### src/rtl/one_op_pkg.sv
package one_op_pkg;

  typedef enum logic [3:0] {
    ST_IDLE,
    ST_FETCH_A,
    ST_FETCH_B,
    ST_FETCH_C,
    ST_READ_A,
    ST_READ_B,
    ST_WRITE_B,
    ST_NEXT,
    ST_HALT
  } core_state_t;

  localparam int unsigned INSTR_WORDS = 3;

  function automatic logic is_running(input core_state_t s);
    return (s != ST_IDLE) && (s != ST_HALT);
  endfunction

endpackage

### src/rtl/one_op_ram.sv
module one_op_ram #(
  parameter int unsigned DATA_W = 16,
  parameter int unsigned ADDR_W = 8
) (
  input  logic              clk,
  input  logic              we,
  input  logic [ADDR_W-1:0] addr,
  input  logic [DATA_W-1:0] wdata,
  output logic [DATA_W-1:0] rdata
);
  localparam int unsigned DEPTH = 1 << ADDR_W;

  logic [DATA_W-1:0] store [DEPTH];

  // Read-before-write single port, one cycle read latency.
  always_ff @(posedge clk) begin
    if (we) begin
      store[addr] <= wdata;
    end
    rdata <= store[addr];
  end

endmodule

### src/rtl/one_op_sub.sv
module one_op_sub #(
  parameter int unsigned DATA_W = 16
) (
  input  logic [DATA_W-1:0] minuend,
  input  logic [DATA_W-1:0] subtrahend,
  output logic [DATA_W-1:0] diff,
  output logic              not_positive
);
  always_comb begin
    diff         = minuend - subtrahend;
    not_positive = diff[DATA_W-1] | (diff == '0);
  end
endmodule

### src/rtl/one_op_ctrl.sv
module one_op_ctrl
  import one_op_pkg::*;
#(
  parameter int unsigned DATA_W = 16,
  parameter int unsigned ADDR_W = 8,
  parameter int unsigned CNT_W  = 32
) (
  input  logic              clk,
  input  logic              rst,
  input  logic              start,
  input  logic [DATA_W-1:0] rdata,
  output logic [ADDR_W-1:0] mem_addr,
  output logic              mem_we,
  output logic [DATA_W-1:0] mem_wdata,
  output logic              busy,
  output logic              halted,
  output logic [CNT_W-1:0]  cycles,
  output logic [DATA_W-1:0] pc_o
);
  localparam int unsigned DEPTH   = 1 << ADDR_W;
  localparam int unsigned LAST_PC = DEPTH - INSTR_WORDS;
  localparam logic [DATA_W-1:0] LAST_PC_W = DATA_W'(LAST_PC);
  localparam logic [DATA_W-1:0] STEP_W    = DATA_W'(INSTR_WORDS);

  core_state_t state_q, state_n;

  logic [DATA_W-1:0] pc_q;
  logic [DATA_W-1:0] addr_a_q, addr_b_q, target_q;
  logic [DATA_W-1:0] val_a_q;
  logic              take_q;
  logic              busy_q, halted_q;
  logic [CNT_W-1:0]  cycles_q;

  logic [DATA_W-1:0] pc_plus1, pc_plus2;
  logic              pc_fits;
  logic [DATA_W-1:0] diff;
  logic              not_pos;

  assign pc_plus1 = pc_q + DATA_W'(1);
  assign pc_plus2 = pc_q + DATA_W'(2);
  assign pc_fits  = (pc_q <= LAST_PC_W);

  one_op_sub #(.DATA_W(DATA_W)) u_sub (
    .minuend      (rdata),
    .subtrahend   (val_a_q),
    .diff         (diff),
    .not_positive (not_pos)
  );

  // Next state and memory request.
  always_comb begin
    state_n   = state_q;
    mem_addr  = pc_q[ADDR_W-1:0];
    mem_we    = 1'b0;
    mem_wdata = diff;
    unique case (state_q)
      ST_IDLE, ST_HALT: begin
        if (start) state_n = ST_FETCH_A;
      end
      ST_FETCH_A: begin
        mem_addr = pc_q[ADDR_W-1:0];
        state_n  = pc_fits ? ST_FETCH_B : ST_HALT;
      end
      ST_FETCH_B: begin
        mem_addr = pc_plus1[ADDR_W-1:0];
        state_n  = ST_FETCH_C;
      end
      ST_FETCH_C: begin
        mem_addr = pc_plus2[ADDR_W-1:0];
        state_n  = ST_READ_A;
      end
      ST_READ_A: begin
        mem_addr = addr_a_q[ADDR_W-1:0];
        state_n  = ST_READ_B;
      end
      ST_READ_B: begin
        mem_addr = addr_b_q[ADDR_W-1:0];
        state_n  = ST_WRITE_B;
      end
      ST_WRITE_B: begin
        mem_addr = addr_b_q[ADDR_W-1:0];
        mem_we   = 1'b1;
        state_n  = ST_NEXT;
      end
      ST_NEXT: begin
        state_n = (take_q && target_q[DATA_W-1]) ? ST_HALT : ST_FETCH_A;
      end
      default: state_n = ST_IDLE;
    endcase
  end

  // State, operand capture and program counter.
  always_ff @(posedge clk) begin
    if (rst) begin
      state_q  <= ST_IDLE;
      pc_q     <= '0;
      addr_a_q <= '0;
      addr_b_q <= '0;
      target_q <= '0;
      val_a_q  <= '0;
      take_q   <= 1'b0;
    end else begin
      state_q <= state_n;
      unique case (state_q)
        ST_IDLE, ST_HALT: begin
          if (start) pc_q <= '0;
        end
        ST_FETCH_B: addr_a_q <= rdata;
        ST_FETCH_C: addr_b_q <= rdata;
        ST_READ_A:  target_q <= rdata;
        ST_READ_B:  val_a_q  <= rdata;
        ST_WRITE_B: take_q   <= not_pos;
        ST_NEXT: begin
          if (take_q) begin
            if (!target_q[DATA_W-1]) pc_q <= target_q;
          end else begin
            pc_q <= pc_q + STEP_W;
          end
        end
        default: ;
      endcase
    end
  end

  // Registered status outputs and running-cycle counter.
  always_ff @(posedge clk) begin
    if (rst) begin
      busy_q   <= 1'b0;
      halted_q <= 1'b0;
      cycles_q <= '0;
    end else begin
      busy_q   <= is_running(state_n);
      halted_q <= (state_n == ST_HALT);
      if ((state_q == ST_IDLE || state_q == ST_HALT) && start) begin
        cycles_q <= '0;
      end else if (is_running(state_q)) begin
        cycles_q <= cycles_q + CNT_W'(1);
      end
    end
  end

  assign busy   = busy_q;
  assign halted = halted_q;
  assign cycles = cycles_q;
  assign pc_o   = pc_q;

endmodule

### src/rtl/one_op_cpu.sv
module one_op_cpu
  import one_op_pkg::*;
#(
  parameter int unsigned DATA_W = 16,
  parameter int unsigned ADDR_W = 8,
  parameter int unsigned CNT_W  = 32
) (
  input  logic              clk,
  input  logic              rst,
  input  logic              start,
  output logic              busy,
  output logic              halted,
  output logic [CNT_W-1:0]  cycles,
  input  logic              host_we,
  input  logic [ADDR_W-1:0] host_addr,
  input  logic [DATA_W-1:0] host_wdata,
  output logic [DATA_W-1:0] host_rdata
);
  logic [ADDR_W-1:0] core_addr;
  logic              core_we;
  logic [DATA_W-1:0] core_wdata;
  logic [DATA_W-1:0] core_pc;
  logic [ADDR_W-1:0] ram_addr;
  logic              ram_we;
  logic [DATA_W-1:0] ram_wdata;
  logic [DATA_W-1:0] ram_rdata;

  one_op_ctrl #(
    .DATA_W (DATA_W),
    .ADDR_W (ADDR_W),
    .CNT_W  (CNT_W)
  ) u_ctrl (
    .clk       (clk),
    .rst       (rst),
    .start     (start),
    .rdata     (ram_rdata),
    .mem_addr  (core_addr),
    .mem_we    (core_we),
    .mem_wdata (core_wdata),
    .busy      (busy),
    .halted    (halted),
    .cycles    (cycles),
    .pc_o      (core_pc)
  );

  // The host owns the single port whenever the core is not running.
  always_comb begin
    if (busy) begin
      ram_addr  = core_addr;
      ram_we    = core_we;
      ram_wdata = core_wdata;
    end else begin
      ram_addr  = host_addr;
      ram_we    = host_we;
      ram_wdata = host_wdata;
    end
  end

  one_op_ram #(
    .DATA_W (DATA_W),
    .ADDR_W (ADDR_W)
  ) u_ram (
    .clk   (clk),
    .we    (ram_we),
    .addr  (ram_addr),
    .wdata (ram_wdata),
    .rdata (ram_rdata)
  );

  assign host_rdata = ram_rdata;

endmodule

### config.mk
export PLATFORM = sky130hd
export DESIGN_NAME = one_op_cpu
export DESIGN_NICKNAME = d
export VERILOG_FILES = /design/src/rtl/one_op_pkg.sv /design/src/rtl/one_op_ram.sv /design/src/rtl/one_op_sub.sv /design/src/rtl/one_op_ctrl.sv /design/src/rtl/one_op_cpu.sv
export SDC_FILE = /design/constraint.sdc
export NUM_CORES = 2
export LEC_CHECK = 0
export ABC_AREA = 0
export BUFFER_PORTS_ARGS = -buffer_cell sky130_fd_sc_hd__buf_2
export CAP_MARGIN = 40
export CORE_MARGIN = 4
export CORE_UTILIZATION = 45
export CTS_CLUSTER_SIZE = 30
export DETAILED_ROUTE_END_ITERATION = 10
export PLACE_DENSITY = 0.63
export SETUP_SLACK_MARGIN = 0.5
export SYNTH_ARGS = -nofsm -noshare
export SYNTH_HDL_FRONTEND = slang
export SYNTH_SLANG_ARGS = --single-unit
### constraint.sdc
create_clock -name clk -period 29.6 [get_ports clk]
set_input_delay 1.48 -clock clk [delete_from_list [all_inputs] [get_ports clk]]
set_output_delay 1.48 -clock clk [all_outputs]
set_load 0.01 [all_outputs]
-- Word-level counts from Yosys, hierarchy flattened
Memory sizes are Yosys's and may differ from the RTL's. A register that Yosys moved wholly into a read port is not among the register bits.
Cells that the tools add are included.
- output and inout bits: 50
- bits in writable memories: 4096
- logic and storage cells: 60
- memories kept: 1
- flip-flop bits (word level): 103
- add/subtract/negate cells: 5
- magnitude comparators: 1
- equal/unequal tests: 13
- reduce and logical (&&, ||, !) cells: 14
- multiplexer cells: 15
- bitwise gates (word level): 1
- memory list (name ; words ; width ; read ports ; clocked after Yosys merged registers in ; wr ports ; RTL line ; text):
    u_ram.store ; 256 ; 16 ; 1 ; 1 ; 1 ; one_op_ram.sv:13 ; logic [DATA_W-1:0] store [DEPTH];
- operators by type and width (kind ; count):
    $mux 16 ; 4
    $add 32x1->32 const B ; 1
    $pmux 16 s2 ; 1
    $pmux 4 s8 ; 1
    $pmux 8 s4 ; 1
    $add 16x2->16 const B ; 1
    $eq 4x3->1 const B ; 4
    $le 16x8->1 const B ; 1
    $logic_not 16->1 ; 1
    $sub 16x16->16 ; 1
    $mux 4 ; 3
    $add 8x1->8 const B ; 1
    $add 8x2->8 const B ; 1
    $eq 4x2->1 const B ; 2
    $eq 4x4->1 const B ; 2
    $mux 8 ; 1
    $ne 4x4->1 const B ; 2
    $reduce_bool 4->1 ; 2
    $reduce_or 2->1 ; 3
    $eq 4x1->1 const B ; 1
    $logic_and 1x1->1 ; 4
    $logic_not 4->1 ; 1
    $mux 1 ; 4
    $ne 3x3->1 const B ; 1
    other kinds (5) ; 5

-- Longest topological paths before layout
- depth in word-level cells: 5
- gate-level depth with buffers: 19

-- By module
From an unflattened synthesis, not the netlist that was laid out.
- cell total of the unflattened synthesis: 7504
- area, all modules: 161506.1 um2
- modules (own cells, without submodules) (module ; instances ; cells each ; area each (um2)):
    one_op_ram ; 1 ; 6727 ; 155399.0
    one_op_ctrl ; 1 ; 623 ; 4829.6
    one_op_sub ; 1 ; 126 ; 869.6
    one_op_cpu ; 1 ; 28 ; 407.9

-- Worst setup path before layout
Ideal clock, no wire load.
- path kind: register -> register
- start point: register u_ram.rdata[0], read port of u_ram.store
- end point: memory u_ram.store[0][0], data pin
- arrival time: 10.712 ns
- stages on the path, launching flop included: 4
- required time: 27.412 ns
- library setup time: 2.188 ns
- path slack: 16.701 ns
- path buffers: 0
- period minus slack after synthesis: 12.899 ns
- path through: dfxtp_1 inv_1 ha_1 o21ai_0
- word-level cells in the longest chain between the ends: 2
- ends and longest elaborated chain (item ; RTL line ; text):
    start: declaration ; one_op_ram.sv:9 ; output logic [DATA_W-1:0] rdata
    $sub 16x16->16 ; one_op_sub.sv:10 ; diff = minuend - subtrahend;
    $mux 16 ; one_op_cpu.sv:48 ; if (busy) begin
    via ram_wdata[0] ; one_op_cpu.sv:25 ; logic [DATA_W-1:0] ram_wdata;
    end: declaration ; one_op_ram.sv:13 ;
The timed path passes the listed nets, and every way through them passes these cells.

-- Worst setup path after layout
- start point: register u_ctrl.state_q[2]
- end point: register u_ram.rdata[9], read port of u_ram.store
- word-level cells in the longest chain between the ends: 4
- elaborated cells on any way between the ends: 8
- those cells by class: eq/ne: 5; mux: 2; reduce/logical: 1
- ends and longest elaborated chain (item ; RTL line ; text):
    start: declaration ; one_op_ctrl.sv:25 ; core_state_t state_q, state_n;
    start signal: assignment ; one_op_ctrl.sv:103 ; state_q <= state_n;
    $eq 4x3->1 ; one_op_ctrl.sv:56 ; unique case (state_q)
    $reduce_or 2->1 (no line) ; n/a ;
    $pmux 8 s4 * ; one_op_ctrl.sv:56 ;
    $mux 8 * ; one_op_cpu.sv:48 ;
Every way passes the cells marked *; elsewhere a longest branch is shown, timed or not.
A chain may end at the register's enable or synchronous reset.

==> run metrics <==
status=finished, final reports clean; sequential area share after synthesis=0.759; Vias=between 90000 and 100k; combinational power share=0.199; switching pwr=4.57 mW; GRT overflow=0; worst slew pin tran=between 1 and 1.5 ns; Seq pwr share=0.474; DRT iter0 DRCs=approximately 14000; CP arrival=10.14 ns; post-layout util=0.512; Syn Std Cell Area=between 150000 and 200000 µm²; Slew Limit Fails=0; Period minus WS final=slightly above 9 ns; PostCTS Resize Cnt=0; WL per Instance=around 32 µm; Post-Place Setup Slack=a little over 20 ns; Fin Setup TNS=0 ns; FP Rows=roughly 220; Root Buffer=clkbuf_16; Clk pin slew, worst setup/hold paths=0.06 ns; First-pass DRT Iterations=9; Final #Nets=approximately 10000; area grow syn2layout=13.2%; async set or reset register ratio after synthesis=0; Int Power=11.1 mW; Hold Crit Class=register to register; final setup margin=20.26 ns; Routed Wire Length=476 mm; metal2 WL=221 mm; Die H=614 µm; worst endpoint required time=between 30 and 40 ns; cell leakage power=60.0 nW; initial antenna violation count=27; PortBufs=77; H-tree Lvls=5; Final Hold Vio Count=0; clock tree sinks=about 4200; crit-path max FO=65; clk buf depth=4; Ports=78; CTS tree=yes; CP Launch Type=register; met3 WL post-DR=50.0 mm; first-pass GRT wire length=approximately 680 mm; DP HPWL=276 mm; Max VDD drop=between 80 and 90 µV; Slew HR=0.102; Worst-Skew Late Latency=between 0.9 and 1 ns; Die W=614 µm; CTS Buf Count=around 420; starting density of the core=0.452; main flop type after synthesis=edfxtp_1; hold buffer count at CTS=0; Core Area=366000 µm²; CP Capture Type=register; vias per inst=approximately 6.3; largest net degree at the start of global routing=170; fillers=a little under 30000; die area=~380000 µm²; gr usage total=0.248; Power Density=around 84 nW/µm²; Post-Syn Instances=between 9000 and 10000; syn nets=between 9000 and 10000; Clock power frac=0.327; setup violators final=0; vias in the first global route=91526; Yosys cell types=between 70 and 80; DRC viols=0; DRT antenna net count=0; Seq cells post-synth=between 4000 and 5000; unrepaired setup endpoints after global routing=false; layout cell share with drive strength beyond 1=0.175; fmax=107 MHz; setup bufs post-CTS=0; mean post-synth cell area=between 15 and 20 µm²; Worst Clk Skew=approximately 0.061 ns; CP Class=register to register; Max Cap Viol=0; Final Cycle Share=0.315; RePlAce Congestion=~0.87; max layer used=met5; switching share of power=0.292; EDFF count, synth=4096; met1 wire length=between 150 and 200 mm; Ys Warns=0
## cell usage after synthesis (21+ instances only)
cell type / number / area [µm²]
a221oi_1: 294 / 2570
nand3_1: 254 / 1270
mux2i_1: 479 / 4790
a311oi_1: 90 / 788
xnor2_1: 27 / 236
buf_4: 61 / 458
nor3_1: 25 / 125
buf_1: 30 / 113
edfxtp_1: 4096 / 123000
o22ai_1: 199 / 1240
inv_1: 92 / 345
nand4_1: 30 / 188
xor2_1: 32 / 280
nand2_1: 1067 / 4010
o21ai_0: 34 / 170
a22oi_1: 42 / 315
a21oi_1: 677 / 3390
o41ai_1: 34 / 298
dfxtp_1: 119 / 2380
a31oi_1: 49 / 307
a211oi_1: 135 / 1010
and3_1: 24 / 150
clkbuf_1: 320 / 1200
mux4_2: 527 / 11900
buf_2: 220 / 1100
nor2_1: 346 / 1300
a32oi_1: 31 / 272
ha_1: 21 / 263
## worst paths after layout
| check | from | depth (start not counted) | slack [ns] | end |
|---|---|---|---|---|
| worst min-delay path | u_ctrl.target_q[5]$_SDFFE_PP0N_ | 2 | 0.45 | u_ctrl.target_q[5]$_SDFFE_PP0N_ |
| worst max register to register | u_ctrl.state_q[2]$_SDFF_PP0_ | 15 | 20.26 | u_ram.rdata[9]$_DFF_P_ |
| worst min register to register | u_ctrl.target_q[5]$_SDFFE_PP0N_ | 2 | 0.45 | u_ctrl.target_q[5]$_SDFFE_PP0N_ |
| worst max-delay path | u_ctrl.state_q[2]$_SDFF_PP0_ | 15 | 20.26 | u_ram.rdata[9]$_DFF_P_ |
## area by class of cell
cell class / count / area, µm² / area share
repair buffers: 600 / 5170 / 0.0277
well taps: 4816 / 6030 / 0.0322
clock buffers: 523 / 11000 / 0.0590
clock inverters: 246 / 2040 / 0.0109
flip-flops and latches: 4215 / 125000 / 0.670
multi-input cells: 4600 / 37000 / 0.198
inverters: 92 / 345 / 0.00185
diodes: 7 / 17.5 / 0.0000937
## kinds of logic (layout without fill, tap and decap cells)
logic type,Yosys count,after routing,synth area share
xor+xnor,59,59,0.00313
compound gates,1674,1674,0.0676
mux,1021,1021,0.102
flops,4215,4215,0.759
other cells,0,7,0
buf+inv,741,1461,0.0207
simple gates,1824,1824,0.0460
fa+ha+maj,22,22,0.00171
## critical path, cell delays in order, from the launching register on
cell and delay (ns):
dfxtp_1 0.80, nor2b_1 0.72, nand3_1 0.21, nand4_1 0.30
a21o_4 0.68, buf_4 0.70, buf_4 0.75, buf_4 0.76
buf_4 0.84, buf_4 0.80, mux4_2 0.40, mux2i_1 0.22
o22ai_1 0.18, or4_1 0.76, a22oi_1 0.56, nand4_1 0.15
## routing by layer
metal | vias to the layer above | GRT usage
met5 | - | 0
met4 | 4 | 0.0996
met3 | 962 | 0.0499
met2 | 5460 | 0.385
met1 | 49169 | 0.345
li1 | 39099 | -
## flip-flops by register name, summed over array words and instances, names as in the netlist, 4 cells and up
| name | flops |
|---|---|
| u_ram.store | 4096 |
| u_ctrl.cycles | 32 |
| u_ctrl.pc_o | 16 |
| u_ctrl.target_q | 16 |
| u_ctrl.val_a_q | 16 |
| u_ram.rdata | 16 |
| u_ctrl.addr_a_q | 8 |
| u_ctrl.addr_b_q | 8 |
| u_ctrl.state_q | 4 |
## stage by stage
step	hold slack [ns]	cell area, µm²	total power, mW	instances
5_1_grt	0.476	187000	16.1	15093
6_report	0.454	187000	15.6	15099
3_3_place_gp	0.442	173000	10.4	14234
4_1_cts	0.456	187000	15.7	15086
3_5_place_dp	0.445	174000	10.6	14317
2_1_floorplan	0.431	165000	9.34	9556
## cell usage in the layout, fill, tap and decap left out, drive strengths merged, types with 7 or more instances in the layout
cell type / n
or4: 11
nand2b: 7
inv: 102
nor2b: 8
a21o: 7
edfxtp: 4096
clkinv: 201
nor3: 25
a21boi: 7
o211ai: 11
o21ai: 34
mux4: 527
xor2: 32
a22oi: 42
and3: 24
clkbuf: 523
diode: 7
a31oi: 50
nor4: 17
a311oi: 90
o41ai: 34
a32oi: 31
bufinv: 27
ha: 21
o22ai: 199
mux2i: 479
nand2: 1068
nand3: 254
nor2: 346
a211oi: 135
buf: 597
or3: 12
dfxtp: 119
a21oi: 677
a221oi: 296
clkinvlp: 8
mux2: 15
xnor2: 27
o22a: 10
nand4: 30
## power by group through the flow
stage	registers (mW)	logic [mW]	clock network, mW
after detailed placement	7.54	3.07	0
final	7.41	3.10	5.12
after floorplan	7.62	1.71	0
after global placement	7.57	2.88	0
after CTS	7.41	3.07	5.18
after global routing	7.41	3.27	5.43
Power figures use the tool's default switching activity.
